--- src/rtl/priv_ctl_pkg.sv ---
package priv_ctl_pkg;
  localparam int SEL_W   = 4;
  localparam int NUM_TT  = 4;
  localparam int SR_W    = 16;
  localparam int CCR_W   = 8;
  localparam int SFC_W   = 3;
  localparam int TC_EN_BIT = 15;
  localparam int TC_PG_BIT = 14;
  localparam logic [SR_W-1:0] SR_RESET = 16'h2700;

  typedef enum logic [SEL_W-1:0] {
    SEL_SR   = 4'd0,
    SEL_CCR  = 4'd1,
    SEL_VBR  = 4'd2,
    SEL_SFC  = 4'd3,
    SEL_DFC  = 4'd4,
    SEL_URP  = 4'd5,
    SEL_SRP  = 4'd6,
    SEL_TC   = 4'd7,
    SEL_TT0  = 4'd8
  } reg_sel_e;

  localparam logic [SEL_W-1:0] SEL_LAST = SEL_W'(int'(SEL_TT0) + NUM_TT - 1);

  function automatic logic sel_mapped(logic [SEL_W-1:0] s);
    return s <= SEL_LAST;
  endfunction

  function automatic logic sel_open(logic [SEL_W-1:0] s);
    return (s == SEL_SR) || (s == SEL_CCR);
  endfunction

  function automatic logic sel_super_only(logic [SEL_W-1:0] s);
    return sel_mapped(s) && !sel_open(s);
  endfunction
endpackage

--- src/rtl/priv_ctl_rst_sync.sv ---
module priv_ctl_rst_sync (
  input  logic clk,
  input  logic rst_n,
  output logic rst_sync_n
);
  logic stage_q;

  always_ff @(posedge clk or negedge rst_n) begin
    if (!rst_n) begin
      stage_q    <= 1'b0;
      rst_sync_n <= 1'b0;
    end else begin
      stage_q    <= 1'b1;
      rst_sync_n <= stage_q;
    end
  end
endmodule

--- src/rtl/priv_ctl_access.sv ---
module priv_ctl_access
  import priv_ctl_pkg::*;
(
  input  logic [SEL_W-1:0] sel_i,
  input  logic             rd_i,
  input  logic             wr_i,
  input  logic             priv_s_i,
  output logic             deny_o,
  output logic             rd_ok_o,
  output logic             wr_ok_o,
  output logic             sys_byte_o
);
  logic blocked;

  always_comb begin
    blocked    = sel_super_only(sel_i) && !priv_s_i;
    deny_o     = (rd_i || wr_i) && blocked;
    rd_ok_o    = rd_i && sel_mapped(sel_i) && !blocked;
    wr_ok_o    = wr_i && sel_mapped(sel_i) && !blocked;
    sys_byte_o = priv_s_i;
  end
endmodule

--- src/rtl/priv_ctl_regfile.sv ---
module priv_ctl_regfile
  import priv_ctl_pkg::*;
#(
  parameter int DATA_W = 32
) (
  input  logic                          clk,
  input  logic                          rst_n,
  input  logic [SEL_W-1:0]              sel_i,
  input  logic                          wr_ok_i,
  input  logic                          sys_byte_i,
  input  logic [DATA_W-1:0]             wdata_i,
  output logic [SR_W-1:0]               sr_o,
  output logic [DATA_W-1:0]             vbr_o,
  output logic [SFC_W-1:0]              sfc_o,
  output logic [SFC_W-1:0]              dfc_o,
  output logic [DATA_W-1:0]             urp_o,
  output logic [DATA_W-1:0]             srp_o,
  output logic                          tc_en_o,
  output logic                          tc_pg_o,
  output logic [NUM_TT-1:0][DATA_W-1:0] tt_o
);
  logic [SR_W-1:0]   sr_d;
  logic [DATA_W-1:0] vbr_d, urp_d, srp_d;
  logic [SFC_W-1:0]  sfc_d, dfc_d;
  logic              tc_en_d, tc_pg_d;

  always_comb begin
    sr_d    = sr_o;
    vbr_d   = vbr_o;
    sfc_d   = sfc_o;
    dfc_d   = dfc_o;
    urp_d   = urp_o;
    srp_d   = srp_o;
    tc_en_d = tc_en_o;
    tc_pg_d = tc_pg_o;
    if (wr_ok_i) begin
      case (sel_i)
        SEL_SR: begin
          if (sys_byte_i) sr_d = wdata_i[SR_W-1:0];
          else            sr_d = {sr_o[SR_W-1:CCR_W], wdata_i[CCR_W-1:0]};
        end
        SEL_CCR: sr_d  = {sr_o[SR_W-1:CCR_W], wdata_i[CCR_W-1:0]};
        SEL_VBR: vbr_d = wdata_i;
        SEL_SFC: sfc_d = wdata_i[SFC_W-1:0];
        SEL_DFC: dfc_d = wdata_i[SFC_W-1:0];
        SEL_URP: urp_d = wdata_i;
        SEL_SRP: srp_d = wdata_i;
        SEL_TC: begin
          tc_en_d = wdata_i[TC_EN_BIT];
          tc_pg_d = wdata_i[TC_PG_BIT];
        end
        default: ;
      endcase
    end
  end

  always_ff @(posedge clk or negedge rst_n) begin
    if (!rst_n) begin
      sr_o    <= SR_RESET;
      vbr_o   <= '0;
      sfc_o   <= '0;
      dfc_o   <= '0;
      urp_o   <= '0;
      srp_o   <= '0;
      tc_en_o <= 1'b0;
      tc_pg_o <= 1'b0;
    end else begin
      sr_o    <= sr_d;
      vbr_o   <= vbr_d;
      sfc_o   <= sfc_d;
      dfc_o   <= dfc_d;
      urp_o   <= urp_d;
      srp_o   <= srp_d;
      tc_en_o <= tc_en_d;
      tc_pg_o <= tc_pg_d;
    end
  end

  for (genvar g = 0; g < NUM_TT; g++) begin : g_tt
    logic [DATA_W-1:0] tt_d;
    logic              tt_we;

    always_comb begin
      tt_we = wr_ok_i && (sel_i == SEL_W'(int'(SEL_TT0) + g));
      tt_d  = tt_we ? wdata_i : tt_o[g];
    end

    always_ff @(posedge clk or negedge rst_n) begin
      if (!rst_n) tt_o[g] <= '0;
      else        tt_o[g] <= tt_d;
    end
  end
endmodule

--- src/rtl/priv_ctl_vector.sv ---
module priv_ctl_vector #(
  parameter int DATA_W = 32,
  parameter int VEC_W  = 8
) (
  input  logic [DATA_W-1:0] base_i,
  input  logic [VEC_W-1:0]  vec_num_i,
  output logic [DATA_W-1:0] addr_o
);
  localparam int PAD_W = DATA_W - VEC_W - 2;
  logic [DATA_W-1:0] disp;

  always_comb begin
    disp   = {{PAD_W{1'b0}}, vec_num_i, 2'b00};
    addr_o = base_i + disp;
  end
endmodule

--- src/rtl/priv_ctl_regs.sv ---
module priv_ctl_regs
  import priv_ctl_pkg::*;
#(
  parameter int DATA_W = 32,
  parameter int VEC_W  = 8
) (
  input  logic              clk,
  input  logic              rst_n,
  input  logic [SEL_W-1:0]  reg_sel,
  input  logic              rd_en,
  input  logic              wr_en,
  input  logic [DATA_W-1:0] wr_data,
  input  logic              priv_s,
  input  logic [VEC_W-1:0]  vec_num,
  input  logic              fc_sup,
  output logic [DATA_W-1:0] rd_data,
  output logic              priv_viol,
  output logic [DATA_W-1:0] vec_addr,
  output logic [DATA_W-1:0] root_ptr,
  output logic              page_8k
);
  logic                          rst_sync_n;
  logic                          deny, rd_ok, wr_ok, sys_byte;
  logic [SR_W-1:0]               sr_q;
  logic [DATA_W-1:0]             vbr_q, urp_q, srp_q;
  logic [SFC_W-1:0]              sfc_q, dfc_q;
  logic                          tc_en_q, tc_pg_q;
  logic [NUM_TT-1:0][DATA_W-1:0] tt_q;
  logic [DATA_W-1:0]             rd_val, rd_data_d;
  logic                          viol_d;

  priv_ctl_rst_sync u_rst (
    .clk        (clk),
    .rst_n      (rst_n),
    .rst_sync_n (rst_sync_n)
  );

  priv_ctl_access u_access (
    .sel_i      (reg_sel),
    .rd_i       (rd_en),
    .wr_i       (wr_en),
    .priv_s_i   (priv_s),
    .deny_o     (deny),
    .rd_ok_o    (rd_ok),
    .wr_ok_o    (wr_ok),
    .sys_byte_o (sys_byte)
  );

  priv_ctl_regfile #(.DATA_W(DATA_W)) u_regs (
    .clk        (clk),
    .rst_n      (rst_sync_n),
    .sel_i      (reg_sel),
    .wr_ok_i    (wr_ok),
    .sys_byte_i (sys_byte),
    .wdata_i    (wr_data),
    .sr_o       (sr_q),
    .vbr_o      (vbr_q),
    .sfc_o      (sfc_q),
    .dfc_o      (dfc_q),
    .urp_o      (urp_q),
    .srp_o      (srp_q),
    .tc_en_o    (tc_en_q),
    .tc_pg_o    (tc_pg_q),
    .tt_o       (tt_q)
  );

  priv_ctl_vector #(.DATA_W(DATA_W), .VEC_W(VEC_W)) u_vec (
    .base_i    (vbr_q),
    .vec_num_i (vec_num),
    .addr_o    (vec_addr)
  );

  always_comb begin
    rd_val = '0;
    case (reg_sel)
      SEL_SR: begin
        if (sys_byte) rd_val = DATA_W'(sr_q);
        else          rd_val = DATA_W'(sr_q[CCR_W-1:0]);
      end
      SEL_CCR: rd_val = DATA_W'(sr_q[CCR_W-1:0]);
      SEL_VBR: rd_val = vbr_q;
      SEL_SFC: rd_val = DATA_W'(sfc_q);
      SEL_DFC: rd_val = DATA_W'(dfc_q);
      SEL_URP: rd_val = urp_q;
      SEL_SRP: rd_val = srp_q;
      SEL_TC:  rd_val = DATA_W'({tc_en_q, tc_pg_q}) << TC_PG_BIT;
      default: begin
        for (int i = 0; i < NUM_TT; i++) begin
          if (reg_sel == SEL_W'(int'(SEL_TT0) + i)) rd_val = tt_q[i];
        end
      end
    endcase
  end

  always_comb begin
    rd_data_d = rd_data;
    if (rd_en) rd_data_d = rd_ok ? rd_val : '0;
    viol_d    = deny;
    root_ptr  = fc_sup ? srp_q : urp_q;
    page_8k   = tc_pg_q;
  end

  always_ff @(posedge clk or negedge rst_sync_n) begin
    if (!rst_sync_n) begin
      rd_data   <= '0;
      priv_viol <= 1'b0;
    end else begin
      rd_data   <= rd_data_d;
      priv_viol <= viol_d;
    end
  end
endmodule

--- config.mk ---
export PLATFORM = sky130hd
export DESIGN_NAME = priv_ctl_regs
export DESIGN_NICKNAME = d
export VERILOG_FILES = /design/src/rtl/priv_ctl_pkg.sv /design/src/rtl/priv_ctl_rst_sync.sv /design/src/rtl/priv_ctl_access.sv /design/src/rtl/priv_ctl_regfile.sv /design/src/rtl/priv_ctl_vector.sv /design/src/rtl/priv_ctl_regs.sv
export SDC_FILE = /design/constraint.sdc
export NUM_CORES = 1
export LEC_CHECK = 0
export ABC_AREA = 1
export BUFFER_PORTS_ARGS = -buffer_cell sky130_fd_sc_hd__buf_2
export CORE_MARGIN = 2
export CORE_UTILIZATION = 64
export CTS_CLUSTER_DIAMETER = 120
export DETAILED_ROUTE_END_ITERATION = 16
export MAX_ROUTING_LAYER = met4
export PLACE_DENSITY_LB_ADDON = 0.25
export SKIP_CTS_REPAIR_TIMING = 1
export SLEW_MARGIN = 15
export SYNTH_ARGS = -nofsm -noshare
export SYNTH_HDL_FRONTEND = slang
export SYNTH_SLANG_ARGS = --single-unit
export TNS_END_PERCENT = 1
--- constraint.sdc ---
create_clock -name clk -period 17 [get_ports clk]
set_input_delay 1.7 -clock clk [delete_from_list [all_inputs] [get_ports clk]]
set_output_delay 1.7 -clock clk [all_outputs]
set_load 0.05 [all_outputs]
==> results.toml <==
[synthesis]
ys_warn_count = 0
avgSynthCellArea_um2 = 7.48
netlist_area_um2 = 14200
synth.distinct_cells = 36
synthCells = 1903
synth-seq-cells = 283
synth_nets = 1962
seq_area_frac_synth = 0.498

[sta]
skew_ns = 0.0171
setup_viol = 0
slew_violations = 0
rsz0062_at_grt = "no"
min_period_ns = 5.29
timing.final.crit_share = 0.311
max_freq_mhz = 189
finalHoldViolCount = 0
tightest_slew_ns = 1.16
hold_ws_ns = 0.351
final.setup.tns_ns = 0
slew_headroom = 0.226

[placement]
place.gp.congestion = 0.926
dp_cells = 2250
place_hpwl_um = 25600
portBuffers = 147

[floorplan]
design.core.area_um2 = 21800
core.rowCount = 54
boundaryPins = 148
die_h_um = 153
initial_core_util = 0.652
die_x_um = 153
die_area_um2 = 23400

[routing]
ant_nets = 0
vias = 13400
routedWlPerCell_um = 17.9
drc_errors = 0
viasPerCell = 5.81
initialDrtViolationCount = 1531
drt_wl_total_um = 41300
dr.pass1.iters = 6

[cells_and_area]
final_layout_size_suffix_gt1_frac = 0.123
regArea_um2 = 7090
fin_nets = 2061
syn_to_final_growth_pct = 12.4
final_cells = 2306
layout.cells.most_common = "nand2_1"
mostFrequentLayoutCells = "689 x nand2_1, 278 x dfrtp_1, 269 x o21ai_0"
multi_input_area_um2 = 6070
n_antenna_cell = 0
fill_cells = 1707

[worst_setup_path]
crit_path_max_fanout = 8
cp.depth = 10
crit_arrival_ns = 3.59
setup.worst_path.end_class = "output pin"
critical-path-top-delay-family = "adder cells"
cp_data_required_time_ns = 15.30
crit_path_top_delay_cell = "fa_1"
worstPathCellList = "buf_2, ha_1, fa_1, nand3_1, nand2_1, nand2_1, nand2_1, nand2_1, xor2_1, buf_2"
worst-path-buf-inv = 2
start_kind = "input pin"
criticalPathCategory = "in2out"
rr_worst_depth = 2
critPathMaxStageDelay_ns = 0.45
critPathMostFrequentCell = "nand2_1"

[clock_network]
numCtsBuffers = 30
cts_root_buffer = "clkbuf_16"
cts_tree = "yes"
clk_pin_slew_ns = 0.06
cts.sinks = 283
htree_num_levels = 1
insertion_delay_ns = 0.56
clock_path_buffers = 3

[hold_path]
hold_path.class = "reg2reg"
holdPathStages = 0

[global_route]
grt_first_pass_wirelength_um = 66700
antenna_found_initial = 0
grt_pass1_vias = 13000
grt_max_degree = 79
grt_overflow = 0
grt_use_total = 0.366

[outcome]
status = "complete, no violations"

[power]
p_leak_nw = 8.43
p_per_area_nw_per_um2 = 125
ir_worst_vdd_mv = 0.0879

[job]
drv_cap = 0
-- metrics by stage --
step	cell area [µm²]	utilization	total power, W	setup WS, ns
final	16000	0.733	0.00200	11.71
after global routing	16000	0.733	0.00209	11.51
after floorplan	14200	-	0.00123	8.54
after global placement	15000	0.687	0.00135	11.78
after detailed placement	15000	0.687	0.00136	11.71
after CTS	16000	0.732	0.00200	11.72
-- cells by family after synthesis --
| logic type | count (synthesis) | share of synthesized area |
|---|---|---|
| AND/OR/NAND/NOR | 1017 | 0.296 |
| AO/OA/AOI/OAI | 307 | 0.108 |
| flip-flops | 283 | 0.498 |
| adder cells (fa/ha/maj) | 9 | 0.00844 |
| other | 1 | 0.000264 |
| XOR/XNOR | 13 | 0.00800 |
| buffers and inverters | 268 | 0.0768 |
| multiplexers | 5 | 0.00396 |
-- sequential cells by signal (all words and copies together), names as in the netlist --
name              cells
u_regs.tt_o         128
rd_data              32
u_regs.srp_o         32
u_regs.urp_o         32
u_regs.vbr_o         32
u_regs.sr_o          16
u_regs.dfc_o          3
u_regs.sfc_o          3
priv_viol             1
u_regs.tc_en_o        1
u_regs.tc_pg_o        1
u_rst.rst_sync_n      1
u_rst.stage_q         1
-- report_power, final --
group	leakage, nW	total, W	internal (W)	switching (W)
clock network	0.495	0.000640	0.000373	0.000268
registers	3.68	0.000902	0.000800	0.000102
logic	4.26	0.000461	0.000124	0.000337
-- layout make-up --
type | count | share of cell area
multi-input cells | 1352 | 0.380
clock inverters | 9 | 0.00375
inverters | 174 | 0.0410
well taps | 280 | 0.0219
repair buffers | 161 | 0.0526
flip-flops and latches | 283 | 0.443
clock buffers | 47 | 0.0578
-- layer usage --
| layer | share of wire | track usage | routed length [µm] |
|---|---|---|---|
| met1 | 0.39 | 0.469 | 16100 |
| met2 | 0.46 | 0.566 | 19200 |
| met3 | 0.097 | 0.0663 | 4020 |
| met4 | 0.049 | 0.183 | 2010 |
| met5 | 0 | - | 0 |
-- cells in the mapped netlist --
cell,instances,area [µm²]
buf_4,5,37.5
xor2_1,13,114
inv_4,1,6.26
clkbuf_1,36,135
clkinv_1,1,3.75
nand4_1,22,138
buf_2,43,215
or2_2,1,6.26
dfrtp_1,279,6980
mux2_2,5,56.3
nand3_1,157,786
buf_6,1,11.3
o21ai_1,19,95.1
nand3_4,2,35.0
buf_1,5,18.8
conb_1,1,3.75
a21o_1,1,7.51
nor3_1,2,10.0
and2_1,2,12.5
nand2_2,9,56.3
clkbuf_2,4,20.0
nor2_2,5,31.3
fa_1,1,20.0
inv_1,169,634
nand2_1,689,2590
a21oi_1,18,90.1
nor2_1,113,424
dfstp_2,4,105
or2_1,1,6.26
nand3b_1,7,52.6
nand2_4,2,22.5
ha_1,8,100
o21ai_0,269,1350
inv_2,3,11.3
and3_1,1,6.26
nor2_4,4,45.0
-- path summary, 6_finish.rpt --
check                                            from                          end  slack [ns]
min in group asynchronous  u_rst.rst_sync_n$_DFF_PN0_  u_regs.tt_o[67]$_DFFE_PN0P_        0.42
min                           u_rst.stage_q$_DFF_PN0_   u_rst.rst_sync_n$_DFF_PN0_        0.35
max reg2reg                u_rst.rst_sync_n$_DFF_PN0_  u_regs.urp_o[2]$_DFFE_PN0P_       14.28
min reg2reg                   u_rst.stage_q$_DFF_PN0_   u_rst.rst_sync_n$_DFF_PN0_        0.35
max in group asynchronous  u_rst.rst_sync_n$_DFF_PN0_  u_regs.urp_o[2]$_DFFE_PN0P_       14.28
max                                        vec_num[0]                 vec_addr[12]       11.71
No activity file was read; power rests on OpenSTA's default activity.
